## config.mk

```make
export PLATFORM = sky130hd
export DESIGN_NAME = pci_park_arbiter
export DESIGN_NICKNAME = d
export VERILOG_FILES = /design/src/rtl/arb_pkg.sv /design/src/rtl/arb_rr_pick.sv /design/src/rtl/arb_park_sel.sv /design/src/rtl/arb_wait_mon.sv /design/src/rtl/pci_park_arbiter.sv
export SDC_FILE = /design/constraint.sdc
export NUM_CORES = 1
export LEC_CHECK = 0
export ABC_CLOCK_PERIOD_IN_PS = 10450
export CORE_MARGIN = 5
export CORE_UTILIZATION = 71
export DETAILED_ROUTE_END_ITERATION = 10
export DONT_BUFFER_PORTS = 1
export HOLD_SLACK_MARGIN = 0.03
export PLACE_DENSITY = 0.87
export SETUP_SLACK_MARGIN = 0.4
export SYNTH_ARGS = -nofsm -noshare
export SYNTH_HDL_FRONTEND = slang
export SYNTH_HIERARCHICAL = 1
export SYNTH_SLANG_ARGS = --single-unit
```

## constraint.sdc

```tcl
create_clock -name clk -period 10.45 [get_ports clk]
set_input_delay 0.5225 -clock clk [delete_from_list [all_inputs] [get_ports clk]]
set_output_delay 0.5225 -clock clk [all_outputs]
set_load 0.01 [all_outputs]
```

## src/rtl/arb_pkg.sv

```systemverilog
package arb_pkg;

  typedef enum logic {
    PARK_ON_OWNER  = 1'b0,
    PARK_ON_TARGET = 1'b1
  } park_mode_e;

  typedef enum logic [1:0] {
    WIN_HIGH = 2'd0,
    WIN_LOW  = 2'd1,
    WIN_PARK = 2'd2
  } win_src_e;

endpackage

```

## src/rtl/arb_rr_pick.sv

```systemverilog
module arb_rr_pick #(
  parameter int N_MASTERS = 8,
  parameter int IDX_W     = $clog2(N_MASTERS)
) (
  input  logic [N_MASTERS-1:0] cand,
  input  logic [IDX_W-1:0]     last,
  output logic                 found,
  output logic [IDX_W-1:0]     idx
);

  // Returns {found, index} of the first set bit after 'last', wrapping.
  function automatic logic [IDX_W:0] scan_after(input logic [N_MASTERS-1:0] m,
                                                input logic [IDX_W-1:0] from);
    logic [IDX_W:0] res;
    res = '0;
    for (int k = N_MASTERS; k >= 1; k--) begin
      int pos;
      pos = (int'(from) + k) % N_MASTERS;
      if (m[pos]) res = {1'b1, IDX_W'(pos)};
    end
    return res;
  endfunction

  logic [IDX_W:0] hit;

  assign hit   = scan_after(cand, last);
  assign found = hit[IDX_W];
  assign idx   = hit[IDX_W-1:0];

endmodule

```

## src/rtl/arb_park_sel.sv

```systemverilog
module arb_park_sel
  import arb_pkg::*;
#(
  parameter int N_MASTERS = 8,
  parameter int IDX_W     = $clog2(N_MASTERS)
) (
  input  logic                 park_fixed,
  input  logic [IDX_W-1:0]     park_sel,
  input  logic [IDX_W-1:0]     owner,
  input  logic [N_MASTERS-1:0] present,
  output logic [IDX_W-1:0]     target
);

  // A target that is not present falls back to the internal agent.
  function automatic logic [IDX_W-1:0] usable(input logic [IDX_W-1:0] want,
                                             input logic [N_MASTERS-1:0] pres);
    return pres[want] ? want : '0;
  endfunction

  park_mode_e mode;

  assign mode   = park_mode_e'(park_fixed);
  assign target = usable((mode == PARK_ON_TARGET) ? park_sel : owner, present);

endmodule

```

## src/rtl/arb_wait_mon.sv

```systemverilog
module arb_wait_mon #(
  parameter int WAIT_LIMIT = 16,
  parameter int CNT_W      = $clog2(WAIT_LIMIT + 1)
) (
  input  logic clk,
  input  logic rst_n,
  input  logic mon_en,
  input  logic bus_idle,
  input  logic owner_req,
  input  logic grant_moves,
  input  logic to_clear,
  output logic timeout_evt,
  output logic timeout_flag
);

  logic [CNT_W-1:0] wait_cnt_q;
  logic             waiting;

  assign waiting     = mon_en & bus_idle & owner_req;
  assign timeout_evt = waiting && (wait_cnt_q == CNT_W'(WAIT_LIMIT - 1));

  always_ff @(posedge clk) begin
    if (!rst_n) begin
      wait_cnt_q   <= '0;
      timeout_flag <= 1'b0;
    end else begin
      if (!waiting || timeout_evt || grant_moves) wait_cnt_q <= '0;
      else                                         wait_cnt_q <= wait_cnt_q + 1'b1;

      if (timeout_evt)   timeout_flag <= 1'b1;
      else if (to_clear) timeout_flag <= 1'b0;
    end
  end

endmodule

```

## src/rtl/pci_park_arbiter.sv

```systemverilog
module pci_park_arbiter
  import arb_pkg::*;
#(
  parameter int N_MASTERS  = 8,
  parameter int OPT_FIRST  = 5,
  parameter int WAIT_LIMIT = 16
) (
  input  logic                          clk,
  input  logic                          rst_n,
  input  logic [N_MASTERS-1:0]          req_n,
  input  logic                          frame_n,
  input  logic                          irdy_n,
  input  logic [N_MASTERS-1:0]          prio_hi,
  input  logic                          park_fixed,
  input  logic [$clog2(N_MASTERS)-1:0]  park_sel,
  input  logic [N_MASTERS-OPT_FIRST-1:0] opt_en,
  input  logic                          mon_en,
  input  logic                          to_clear,
  output logic [N_MASTERS-1:0]          gnt_n,
  output logic                          timeout_flag
);

  localparam int IDX_W = $clog2(N_MASTERS);

  // Registered state
  logic [IDX_W-1:0] owner_q, last_hi_q, last_lo_q;
  logic             frame_q;

  // Named events for the checker
  logic bus_idle, txn_start, arb_ok, owner_ok, timeout_evt, grant_moves;

  logic [N_MASTERS-1:0] present_vec, owner_hot, eligible, hi_cand, lo_cand;
  logic [IDX_W-1:0]     eff_hi, eff_lo, hi_idx, lo_idx, park_tgt, decision, owner_d;
  logic                 hi_found, lo_found, rotate;
  win_src_e             win_src;

  // Presence map: fixed requesters always there, optional ones gated.
  for (genvar i = 0; i < N_MASTERS; i++) begin : g_pres
    if (i < OPT_FIRST) begin : g_fixed
      assign present_vec[i] = 1'b1;
    end else begin : g_opt
      assign present_vec[i] = opt_en[i-OPT_FIRST];
    end
  end

  assign owner_hot = {{(N_MASTERS-1){1'b0}}, 1'b1} << owner_q;
  assign owner_ok  = present_vec[owner_q];
  assign gnt_n     = ~owner_hot;

  assign bus_idle  = frame_n & irdy_n;
  assign txn_start = ~frame_n & frame_q;
  assign arb_ok    = bus_idle | txn_start;

  // Offender sits out the decision made at its timeout edge.
  assign eligible = ~req_n & present_vec & ~(timeout_evt ? owner_hot : '0);
  assign hi_cand  = eligible & prio_hi;
  assign lo_cand  = eligible & ~prio_hi;

  // Pointer moves at a start or a timeout; the decision at that edge uses it.
  assign rotate = txn_start | timeout_evt;
  assign eff_hi = (rotate &&  prio_hi[owner_q]) ? owner_q : last_hi_q;
  assign eff_lo = (rotate && !prio_hi[owner_q]) ? owner_q : last_lo_q;

  arb_rr_pick #(.N_MASTERS(N_MASTERS), .IDX_W(IDX_W)) u_pick_hi (
    .cand(hi_cand), .last(eff_hi), .found(hi_found), .idx(hi_idx)
  );

  arb_rr_pick #(.N_MASTERS(N_MASTERS), .IDX_W(IDX_W)) u_pick_lo (
    .cand(lo_cand), .last(eff_lo), .found(lo_found), .idx(lo_idx)
  );

  arb_park_sel #(.N_MASTERS(N_MASTERS), .IDX_W(IDX_W)) u_park (
    .park_fixed(park_fixed), .park_sel(park_sel), .owner(owner_q),
    .present(present_vec), .target(park_tgt)
  );

  always_comb begin
    if (hi_found)      win_src = WIN_HIGH;
    else if (lo_found) win_src = WIN_LOW;
    else               win_src = WIN_PARK;
    case (win_src)
      WIN_HIGH: decision = hi_idx;
      WIN_LOW:  decision = lo_idx;
      default:  decision = park_tgt;
    endcase
  end

  always_comb begin
    if (arb_ok)        owner_d = decision;
    else if (owner_ok) owner_d = owner_q;
    else               owner_d = '0;
  end

  assign grant_moves = (owner_d != owner_q);

  arb_wait_mon #(.WAIT_LIMIT(WAIT_LIMIT)) u_mon (
    .clk(clk), .rst_n(rst_n), .mon_en(mon_en), .bus_idle(bus_idle),
    .owner_req(~req_n[owner_q]), .grant_moves(grant_moves), .to_clear(to_clear),
    .timeout_evt(timeout_evt), .timeout_flag(timeout_flag)
  );

  always_ff @(posedge clk) begin
    if (!rst_n) begin
      owner_q   <= '0;
      last_hi_q <= IDX_W'(N_MASTERS - 1);
      last_lo_q <= IDX_W'(N_MASTERS - 1);
      frame_q   <= 1'b1;
    end else begin
      owner_q   <= owner_d;
      last_hi_q <= eff_hi;
      last_lo_q <= eff_lo;
      frame_q   <= frame_n;
    end
  end

endmodule

```

==> results.py <==
metrics = {
    "pwr": {
        "comb_power_share": 0.810,
        "peakVddDrop_mv": 0.1879,
        "power_frac_clock": 0.073,
        "p_leak_nw": 1.167,
        "switchingPower_w": 0.0003831,
        "cellPowerDensity_nw_per_um2": 266.2,
        "swShare": 0.4939,
        "p_int_w": 0.0003926,
        "seqPwrFrac": 0.117,
    },
    "placed_design": {
        "place_ws_ns": 3.981,
        "dp_hpwl_um": 5971,
        "io_buffers": 0,
        "gp_congestion": 0.9517,
    },
    "global_route": {
        "overflow": 0,
        "antenna_found_initial": 1,
        "grt_first_pass_wirelength_um": 12940,
        "grt_pass1_vias": 2706,
        "grt_usage": 0.2987,
        "grt_max_degree": 22,
    },
    "yosys": {
        "synth_cell_types": 66,
        "synth.area.mux_share": 0.3284,
        "async_flop_share": 0,
        "yosys_warnings": 6,
        "synth_compound_area_frac": 0.2433,
        "synth.most_common_cell": "mux2i_1",
        "synthCells": 333,
        "synth_top_area_share": 0.1564,
        "synth_top_area_cell": "mux4_2",
        "seq_area_frac_synth": 0.1112,
        "synth_xor_area_frac": 0.01825,
        "synth_top_family_by_area": "multiplexers",
        "synth_edf_count": 0,
        "syn-cell-area_sq_um": 2880,
        "netlist_top_cells_area": "mux4_2 (16%), dfxtp_1 (11%), mux2i_1 (9.0%), mux2_2 (5.1%), a21oi_1 (2.8%)",
        "ys_top_cells_by_count": "mux2i_1 (26), mux4_2 (20), nand2_1 (20)",
        "synth.avg_cell_area_sq_um": 8.649,
        "synth-main-ff-cell": "dfxtp_1",
        "synthAdderAreaFrac": 0.02606,
        "synth-simple-area-share": 0.2072,
        "synth_seq_cells": 16,
    },
    "floorplan": {
        "num_io_pins": 38,
        "dieArea_sq_um": 5430,
        "die_h_um": 73.69,
        "die-width_um": 73.69,
        "start_util": 0.7253,
        "num_rows": 23,
        "core_sq_um": 3971,
    },
    "timing": {
        "fin_ws_ns": 3.877,
        "setup_viol": 0,
        "slew-limit-headroom": 0.3215,
        "final_hold_viol_count": 0,
        "rsz0062_at_grt": "no",
        "fin_setup_tns_ns": 0,
        "finalCriticalPeriod_ns": 6.573,
        "fin_skew_ns": 0.01279,
        "max_freq_mhz": 152.1,
        "finalCritPeriodShare": 0.6290,
        "fin_hold_ws_ns": 0.3306,
        "tightest_slew_ns": 1.004,
        "slew_viol_final": 0,
    },
    "min_path": {
        "hold_path.class": "primary input to register",
    },
    "setup_path": {
        "cp-end-kind": "register",
        "cp.required_ns": 10.64,
        "worstPathArrival_ns": 6.76,
        "critPathLaunchType": "register",
        "path_max_fanout": 21,
        "worstSetupPathType": "register to register",
    },
    "cts": {
        "clk_pin_slew_ns": 0.07,
        "clock_latency_ns": 0.26,
        "cts.hold.buffers_added": 0,
        "cts_buffers": 3,
        "clkSinkCount": 16,
        "cts_tree": "built",
        "cts_resized": 0,
        "cts_buffer_depth": 2,
        "clockRootBuffer": "clkbuf_8",
        "h-tree-depth": 1,
        "post-cts-setup-buffer-count": 0,
    },
    "job": {
        "max_cap_violations": 0,
    },
    "finish": {
        "area.growth.synth_to_final_pct": 1.173,
        "nets": 360,
        "drive_gt1_frac": 0.1944,
        "n_antenna_cell": 0,
        "n_fill_cell": 297,
    },
    "routing": {
        "vias_per_cell": 7.425,
        "final_antenna_net_count": 0,
        "drt_iter0_drc": 366,
        "drc": 0,
        "drt_pass1_iterations": 5,
        "vias": 2777,
        "routed_wl_um": 7769,
        "post_drt_wl_per_cell_um": 20.77,
    },
    "outcome": {
        "outcome": "finished clean",
    },
}
## routing by layer
metal | GRT usage | part of all wire
met1 | 0.3858 | 0.40
met2 | 0.4951 | 0.49
met3 | 0.04378 | 0.085
met4 | 0.1247 | 0.029
met5 | 0 | 0.0017
## per-stage QoR
stage	total power, W	instances	utilization	cell area [sq um]
floorplan	0.0006198	338	-	2899
global placement	0.0006886	370	0.7199	2859
detailed placement	0.0007057	370	0.7199	2859
CTS	0.0007642	374	0.7338	2914
global route	0.0008296	374	0.7338	2914
finish	0.0007757	374	0.7338	2914
## registers in the layout, indices dropped and copies added, names as in the netlist
name	cells
last_lo_q	3
frame_q	1
u_mon/timeout_flag	1
u_mon/wait_cnt_q	5
owner_q	3
last_hi_q	3
## worst paths after layout
path / cells after the start / to / slack (ns) / startpoint
worst max-delay path: 20 / u_mon/wait_cnt_q[2]$_SDFF_PP0_ / 3.88 / owner_q[0]$_SDFF_PN0_
worst min-delay path: 1 / last_lo_q[2]$_SDFF_PN1_ / 0.33 / rst_n
worst max register to register: 20 / u_mon/wait_cnt_q[2]$_SDFF_PP0_ / 3.88 / owner_q[0]$_SDFF_PN0_
worst min register to register: 1 / u_mon/wait_cnt_q[0]$_SDFF_PP0_ / 0.48 / u_mon/wait_cnt_q[0]$_SDFF_PP0_
## cell usage in the layout, fill, tap and decap left out, drive strengths merged, types with 12 or more instances in the layout
cell     n
nand2   22
dfxtp   16
mux2    18
nand3   13
a211oi  12
a21oi   18
nor2    20
inv     20
mux2i   27
mux4    20
## critical path, cell delays in order (launching register included)
cell and delay, ns:
dfxtp_1 0.83, mux4_2 0.60, mux2i_1 0.20, and4_2 0.36, nor2_2 0.09, and3b_1 0.29, mux2_4 0.37, inv_1 0.33
ha_1 0.46, mux4_2 0.62, or2_2 0.33, nor3_1 0.17, nand4_1 0.22, mux2_2 0.29, o211ai_1 0.12, a22o_1 0.28
o31ai_1 0.28, o21bai_1 0.13, nor3b_2 0.19, nand4_2 0.19, nor2_1 0.14
## power groups by stage
stage	Sequential, W	Combinational, W	Clock (W)
finish	0.0000906	0.000629	0.0000566
global route	0.0000934	0.000677	0.0000591
CTS	0.0000903	0.000617	0.0000567
detailed placement	0.0000920	0.000614	0
global placement	0.0000909	0.000598	0
floorplan	0.0000759	0.000544	0
## layout make-up
type	count	area (sq um)	area share
Inverter	20	75.07	0.02576
Timing Repair Buffer	1	7.507	0.002576
Multi-Input combinational cell	283	2394	0.8214
Sequential cell	16	320.3	0.1099
Clock buffer	4	55.05	0.01889
Tap cell	50	62.56	0.02147
## cell families (layout without fill, tap and decap cells)
family	Yosys count	in the layout
other cells	1	6
flops	16	16
xor+xnor	6	6
mux	65	65
fa+ha+maj	6	6
compound gates	92	92
simple gates	108	108
buf+inv	39	25
(Power assumes the default switching activity.)
